==> config.mk <==
export PLATFORM = sky130hd
export DESIGN_NAME = flash_pe_seq
export DESIGN_NICKNAME = d
export VERILOG_FILES = /design/src/rtl/flash_pe_pkg.sv /design/src/rtl/flash_pe_presc.sv /design/src/rtl/flash_pe_hvtrk.sv /design/src/rtl/flash_pe_seq.sv
export SDC_FILE = /design/constraint.sdc
export NUM_CORES = 1
export LEC_CHECK = 0
export ABC_AREA = 1
export CELL_PAD_IN_SITES_DETAIL_PLACEMENT = 0
export CELL_PAD_IN_SITES_GLOBAL_PLACEMENT = 1
export CORE_MARGIN = 3
export CORE_UTILIZATION = 30
export CTS_CLUSTER_SIZE = 12
export DETAILED_ROUTE_END_ITERATION = 7
export HOLD_SLACK_MARGIN = 0.02
export PLACE_DENSITY_LB_ADDON = 0.3
export SLEW_MARGIN = 20
export SYNTH_ARGS = -nofsm -noshare
export SYNTH_HDL_FRONTEND = slang
export SYNTH_SLANG_ARGS = --single-unit
==> constraint.sdc <==
create_clock -name clk -period 18.6 [get_ports clk]
set_input_delay 3.72 -clock clk [delete_from_list [all_inputs] [get_ports clk]]
set_output_delay 3.72 -clock clk [all_outputs]
set_load 0.1 [all_outputs]
==> src/rtl/flash_pe_pkg.sv <==
package flash_pe_pkg;
    typedef enum logic [2:0] {
        PH_IDLE, PH_SETUP, PH_NVON, PH_TRAN, PH_PULSE, PH_HOLD, PH_RECOV
    } phase_e;

    typedef enum logic [1:0] {
        OP_PROG = 2'd0, OP_PAGE = 2'd1, OP_MASS = 2'd2, OP_NONE = 2'd3
    } op_e;

    localparam int NREG   = 9;
    localparam int RI_DIV = 0;
    localparam int RI_STA = 1;
    localparam int RI_TRN = 2;
    localparam int RI_PRG = 3;
    localparam int RI_PER = 4;
    localparam int RI_MER = 5;
    localparam int RI_END = 6;
    localparam int RI_MND = 7;
    localparam int RI_RCV = 8;
endpackage

==> src/rtl/flash_pe_presc.sv <==
module flash_pe_presc #(
    parameter int REG_W = 8
) (
    input  logic             clk,
    input  logic             rst_n,
    input  logic             clr,
    input  logic [REG_W-1:0] div,
    output logic             tick
);
    logic [REG_W-1:0] pre_d, pre_q;

    always_comb begin
        pre_d = pre_q;
        tick  = 1'b0;
        if (clr) begin
            pre_d = '0;
        end else if (pre_q >= div) begin
            pre_d = '0;
            tick  = 1'b1;
        end else begin
            pre_d = pre_q + 1'b1;
        end
    end

    always_ff @(posedge clk or negedge rst_n) begin
        if (!rst_n) pre_q <= '0;
        else        pre_q <= pre_d;
    end
endmodule

==> src/rtl/flash_pe_hvtrk.sv <==
module flash_pe_hvtrk #(
    parameter int NROWS     = 8,
    parameter int PROG_ROWS = 4,
    parameter int ACC_W     = 32,
    parameter int LIM_PMEM  = 192000,
    parameter int LIM_DMEM  = 96000,
    localparam int ROW_W    = $clog2(NROWS)
) (
    input  logic             clk,
    input  logic             rst_n,
    input  logic [ROW_W-1:0] row,
    input  logic [ACC_W-1:0] len,
    input  logic             add_en,
    input  logic             clr_row,
    input  logic             clr_all,
    output logic             ok
);
    logic [ACC_W-1:0] acc_d [NROWS];
    logic [ACC_W-1:0] acc_q [NROWS];
    logic [ACC_W:0]   lim   [NROWS];

    for (genvar r = 0; r < NROWS; r++) begin : g_lim
        if (r < PROG_ROWS) begin : g_p
            assign lim[r] = (ACC_W+1)'(LIM_PMEM);
        end else begin : g_d
            assign lim[r] = (ACC_W+1)'(LIM_DMEM);
        end
    end

    always_comb begin
        ok = 1'b0;
        for (int r = 0; r < NROWS; r++) begin
            if (row == ROW_W'(r))
                ok = ({1'b0, acc_q[r]} + {1'b0, len}) <= lim[r];
        end
    end

    always_comb begin
        for (int r = 0; r < NROWS; r++) begin
            acc_d[r] = acc_q[r];
            if (clr_all)
                acc_d[r] = '0;
            else if (clr_row && row == ROW_W'(r))
                acc_d[r] = '0;
            else if (add_en && row == ROW_W'(r))
                acc_d[r] = acc_q[r] + len;
        end
    end

    always_ff @(posedge clk or negedge rst_n) begin
        if (!rst_n) begin
            for (int r = 0; r < NROWS; r++) acc_q[r] <= '0;
        end else begin
            for (int r = 0; r < NROWS; r++) acc_q[r] <= acc_d[r];
        end
    end
endmodule

==> src/rtl/flash_pe_seq.sv <==
module flash_pe_seq
    import flash_pe_pkg::*;
#(
    parameter int REG_W       = 8,
    parameter int NROWS       = 8,
    parameter int PROG_ROWS   = 4,
    parameter int ACC_W       = 32,
    parameter int HV_LIM_PMEM = 192000,
    parameter int HV_LIM_DMEM = 96000,
    localparam int ROW_W      = $clog2(NROWS),
    localparam int CNT_W      = REG_W + 13
) (
    input  logic             clk,
    input  logic             rst_n,
    input  logic             cfg_we,
    input  logic [3:0]       cfg_addr,
    input  logic [REG_W-1:0] cfg_wdata,
    output logic [REG_W-1:0] cfg_rdata,
    input  logic             cmd_valid,
    input  logic [1:0]       cmd_op,
    input  logic [ROW_W-1:0] cmd_row,
    output logic             prog_en,
    output logic             erase_en,
    output logic             mass_en,
    output logic             nvstr,
    output logic             hv_pulse,
    output logic             busy,
    output logic             done,
    output logic             cmd_err,
    output logic             hv_err
);
    typedef struct packed {
        phase_e                       ph;
        op_e                          op;
        logic [CNT_W-1:0]             cnt;
        logic                         done;
        logic                         cerr;
        logic                         herr;
        logic [NREG-1:0][REG_W-1:0]   cfg;
    } st_t;

    st_t st_d, st_q;
    logic             tick, hv_ok, hv_add, hv_clr_row, hv_clr_all, en_any;
    logic [CNT_W-1:0] plen;
    logic [ACC_W-1:0] pulse_cyc;
    logic [NREG*REG_W-1:0] cfg_all;

    assign cfg_all = st_q.cfg;

    flash_pe_presc #(.REG_W(REG_W)) u_presc (
        .clk  (clk),
        .rst_n(rst_n),
        .clr  (st_q.ph == PH_IDLE || st_q.ph == PH_NVON),
        .div  (st_q.cfg[RI_DIV]),
        .tick (tick)
    );

    assign pulse_cyc = ACC_W'((CNT_W'(st_q.cfg[RI_PRG]) + 1'b1) << 3)
                     * (ACC_W'(st_q.cfg[RI_DIV]) + 1'b1);

    flash_pe_hvtrk #(
        .NROWS(NROWS), .PROG_ROWS(PROG_ROWS), .ACC_W(ACC_W),
        .LIM_PMEM(HV_LIM_PMEM), .LIM_DMEM(HV_LIM_DMEM)
    ) u_hv (
        .clk    (clk),
        .rst_n  (rst_n),
        .row    (cmd_row),
        .len    (pulse_cyc),
        .add_en (hv_add),
        .clr_row(hv_clr_row),
        .clr_all(hv_clr_all),
        .ok     (hv_ok)
    );

    // phase length in prescaled ticks
    always_comb begin
        unique case (st_q.ph)
            PH_SETUP: plen = CNT_W'(st_q.cfg[RI_STA]) + 1'b1;
            PH_TRAN:  plen = CNT_W'(st_q.cfg[RI_TRN]) + 1'b1;
            PH_PULSE: begin
                if (st_q.op == OP_PROG)
                    plen = (CNT_W'(st_q.cfg[RI_PRG]) + 1'b1) << 3;
                else if (st_q.op == OP_MASS)
                    plen = (CNT_W'(st_q.cfg[RI_MER]) + 1'b1) << 12;
                else
                    plen = (CNT_W'(st_q.cfg[RI_PER]) + 1'b1) << 12;
            end
            PH_HOLD: begin
                if (st_q.op == OP_MASS)
                    plen = (CNT_W'(st_q.cfg[RI_MND]) + 1'b1) << 3;
                else
                    plen = CNT_W'(st_q.cfg[RI_END]) + 1'b1;
            end
            PH_RECOV: plen = CNT_W'(st_q.cfg[RI_RCV]) + 1'b1;
            default:  plen = CNT_W'(1);
        endcase
    end

    always_comb begin
        st_d       = st_q;
        st_d.done  = 1'b0;
        st_d.cerr  = 1'b0;
        st_d.herr  = 1'b0;
        hv_add     = 1'b0;
        hv_clr_row = 1'b0;
        hv_clr_all = 1'b0;

        if (st_q.ph == PH_IDLE) begin
            if (cfg_we) begin
                for (int i = 0; i < NREG; i++)
                    if (cfg_addr == 4'(i)) st_d.cfg[i] = cfg_wdata;
            end
            if (cmd_valid) begin
                if (op_e'(cmd_op) == OP_NONE) begin
                    st_d.cerr = 1'b1;
                end else if (op_e'(cmd_op) == OP_PROG && !hv_ok) begin
                    st_d.herr = 1'b1;
                end else begin
                    st_d.ph    = PH_SETUP;
                    st_d.op    = op_e'(cmd_op);
                    st_d.cnt   = '0;
                    hv_add     = op_e'(cmd_op) == OP_PROG;
                    hv_clr_row = op_e'(cmd_op) == OP_PAGE;
                    hv_clr_all = op_e'(cmd_op) == OP_MASS;
                end
            end
        end else begin
            st_d.cerr = cmd_valid;
            if (st_q.ph == PH_NVON) begin
                st_d.ph  = (st_q.op == OP_PROG) ? PH_TRAN : PH_PULSE;
                st_d.cnt = '0;
            end else if (tick) begin
                if (st_q.cnt == plen - 1'b1) begin
                    st_d.cnt = '0;
                    unique case (st_q.ph)
                        PH_SETUP: st_d.ph = PH_NVON;
                        PH_TRAN:  st_d.ph = PH_PULSE;
                        PH_PULSE: st_d.ph = PH_HOLD;
                        PH_HOLD:  st_d.ph = PH_RECOV;
                        default: begin
                            st_d.ph   = PH_IDLE;
                            st_d.done = 1'b1;
                        end
                    endcase
                end else begin
                    st_d.cnt = st_q.cnt + 1'b1;
                end
            end
        end
    end

    always_ff @(posedge clk or negedge rst_n) begin
        if (!rst_n) begin
            st_q <= '{ph: PH_IDLE, op: OP_PROG, default: '0};
        end else begin
            st_q <= st_d;
        end
    end

    always_comb begin
        cfg_rdata = '0;
        for (int i = 0; i < NREG; i++)
            if (cfg_addr == 4'(i)) cfg_rdata = st_q.cfg[i];
    end

    assign en_any   = st_q.ph inside {PH_SETUP, PH_NVON, PH_TRAN, PH_PULSE};
    assign prog_en  = en_any && st_q.op == OP_PROG;
    assign erase_en = en_any && st_q.op == OP_PAGE;
    assign mass_en  = en_any && st_q.op == OP_MASS;
    assign nvstr    = st_q.ph inside {PH_NVON, PH_TRAN, PH_PULSE, PH_HOLD};
    assign hv_pulse = st_q.ph == PH_PULSE;
    assign busy     = st_q.ph != PH_IDLE;
    assign done     = st_q.done;
    assign cmd_err  = st_q.cerr;
    assign hv_err   = st_q.herr;
endmodule

==> flow_metrics.tcl <==
set metrics [dict create \
    outcome "finished clean" \
    rsz0062_at_grt "no" \
    root_buffer "clkbuf_16" \
    fin_nets 5510 \
    yosysWarnings 0 \
    ioPinCount 38 \
    antenna_left 0 \
    cts_buffer_depth 3 \
    cts_tree "done" \
    final_util 0.339 \
    cts_sinks 341 \
    grt_overflow 0 \
    die_area_um2 113000 \
    whs_ns 0.500 \
    wl_per_cell_um 16.1 \
    worstMarginPinSlew_ns 1.10 \
    timing.final.crit_share 0.613 \
    critPathRequiredTime_ns 19.09 \
    path_class "reg -> reg" \
    vias 31800 \
    grtUsageTotal 0.190 \
    postRouteWirelength_um 107000 \
    synth_edf_count 0 \
    start_util 0.303 \
    synth-seq-cells 341 \
    grt_use_met1 0.257 \
    syn_area_per_cell_um2 6.28 \
    port_buffers 37 \
    drtIter0Drc 2013 \
    slew_viol_final 0 \
    critPathBufInv 7 \
    cap_violations 0 \
    grt_pass1_wl_um 170000 \
    grt-busiest-layer "met2" \
    die_w_um 335 \
    cts_made_buffers 48 \
    synth.top_cell.area_share 0.262 \
    min_path_type "reg -> reg" \
    synthToLayoutAreaGrowth_pct 11.9 \
    detailedPlacementHpwl_um 84200 \
    nFillCells 11900 \
    yosysMostFrequentCell "nand2_1" \
    cts_resized 0 \
    async_flop_share 1.00 \
    synth_cells 5186 \
    clk_latency_ns 0.64 \
    arrival_ns 11.89 \
    antenna_found_initial 0 \
    reg2reg_slack_ns 7.20 \
    critPathTopFamily "simple AND/OR/NAND/NOR gates" \
    synth_seq_area_share 0.262 \
    fin_skew_ns 0.0233 \
    post-place-ws_ns 7.18 \
    synthTopCellsByCount "nand2_1, inv_1, nor2_1" \
    drc 0 \
    cp-end-kind "flip-flop" \
    dr.pass1.iters 5 \
    synthesis.nets 5464 \
    cp_common_cell "nand2_1" \
    cp_max_fo 23 \
    grt_max_degree 66 \
    rows 120 \
    setup_viol 0 \
    globalplace.congestion 0.893 \
    hold_buffers 0 \
    startpoint_type "flip-flop" \
    drive_gt1_frac 0.0393 \
    htree_levels 2 \
    synth_top_area_cell "dfrtp_1" \
    via_per_inst 4.76 \
    synth_ff_type "dfrtp_1" \
    core_um2 107000 \
    max_stage_delay_ns 0.66 \
    met2_usage 0.314 \
    hold_violations 0 \
    clock.fmax_ghz 0.0877 \
    path_clk_slew_ns 0.06 \
    setup_ws_ns 7.20 \
    critPathSlowestCell "nand2_1" \
    synth_area_leaders "dfrtp_1, nand2_1, inv_1" \
    syn_area_um2 32600 \
    yosys.cell_types.count 52 \
    relSlewSlack 0.265 \
    finalWorstPathRequiredPeriod_ns 11.40 \
    die_h_um 335 \
    post_cts_buffers 0 \
    antenna_cells 0 \
    tns_ns 0 \
    grt_pass1_vias 30600 \
    met3_usage 0.0267 \
]
==> flip-flops by register name, indices dropped and copies added, names as in the netlist <==
register / cells
u_hv.acc_q: 232
cfg_all: 72
st_q: 26
u_presc.pre_q: 8
cmd_err: 1
done: 1
hv_err: 1
==> cells in the final DEF, fill, tap and decap left out, types with 6 or more instances in the layout <==
cell type and n:
a21o_1 7, a21oi_1 145, a31oi_1 9, and2_1 8, buf_4 26, bufinv_16 10, clkbuf_16 48, clkbuf_8 8
clkdlybuf4s50_1 36, clkinv_2 10, dfrtp_1 341, fa_1 58, ha_1 199, inv_1 864, inv_2 8, mux2_2 10
nand2_1 1605, nand2_2 23, nand3_1 456, nand3b_1 25, nand4_1 111, nor2_1 647, nor2_2 7, nor2_4 6
nor3_1 74, nor3b_1 7, nor4_1 22, o21a_1 8, o21ai_0 165, o21ai_1 59, o21bai_1 19, o22ai_1 23
or2_2 6, xnor2_1 43, xor2_1 115, xor2_2 8
==> layer usage <==
layer / vias to the layer above / routed length (um)
li1: 16400 / -
met1: 14600 / 50300
met2: 563 / 49200
met3: 135 / 4650
met4: 0 / 3010
met5: - / 0
==> worst register-to-register path: cells and delay by family (launching register included) <==
kind,cells,cell delay (ns)
flip-flops,1,0.43
adder cells (fa/ha/maj),6,2.68
AND/OR/NAND/NOR,28,4.53
XOR/XNOR,2,1.18
AO/OA/AOI/OAI,8,1.39
buffers and inverters,7,1.03
==> through the flow <==
stage	cells	cell area, um2
after floorplan	5186	32600
after global placement	6585	34700
after detailed placement	6585	34700
after CTS	6674	36400
after global routing	6674	36400
final	6674	36400
==> kinds of logic (layout without fill, tap and decap cells) <==
| family | after synthesis | in the layout | share of synthesized area |
|---|---|---|---|
| XOR/XNOR | 168 | 168 | 0.0454 |
| AND/OR/NAND/NOR | 3019 | 3019 | 0.392 |
| buffers and inverters | 942 | 1027 | 0.110 |
| adder cells (fa/ha/maj) | 257 | 257 | 0.112 |
| flip-flops | 341 | 341 | 0.262 |
| multiplexers | 10 | 10 | 0.00346 |
| AO/OA/AOI/OAI | 449 | 449 | 0.0744 |
==> area by class of cell <==
| class | instances | area [um2] | share of cell area |
|---|---|---|---|
| Inverter | 875 | 3290 | 0.0902 |
| Clock inverter | 30 | 452 | 0.0124 |
| Timing Repair Buffer | 63 | 571 | 0.0157 |
| Tap cell | 1403 | 1760 | 0.0482 |
| Clock buffer | 59 | 1320 | 0.0363 |
| Multi-Input combinational cell | 3903 | 20500 | 0.563 |
| Sequential cell | 341 | 8530 | 0.234 |
==> path summary, 6_finish.rpt <==
path / startpoint / end / cells after the start
min in group asynchronous: rst_n / u_hv.acc_q[23]$_DFFE_PN0P_ / 1
min reg2reg: u_hv.acc_q[211]$_DFFE_PN0P_ / u_hv.acc_q[211]$_DFFE_PN0P_ / 2
min: u_hv.acc_q[211]$_DFFE_PN0P_ / u_hv.acc_q[211]$_DFFE_PN0P_ / 2
max in group asynchronous: rst_n / u_hv.acc_q[185]$_DFFE_PN0P_ / 3
max: cfg_all[0]$_DFFE_PN0P_ / u_hv.acc_q[228]$_DFFE_PN0P_ / 51
max reg2reg: cfg_all[0]$_DFFE_PN0P_ / u_hv.acc_q[228]$_DFFE_PN0P_ / 51
Power is left out: the tool's default activity adds up to more than one toggle a clock period on the data nets, which glitch-free logic cannot reach.
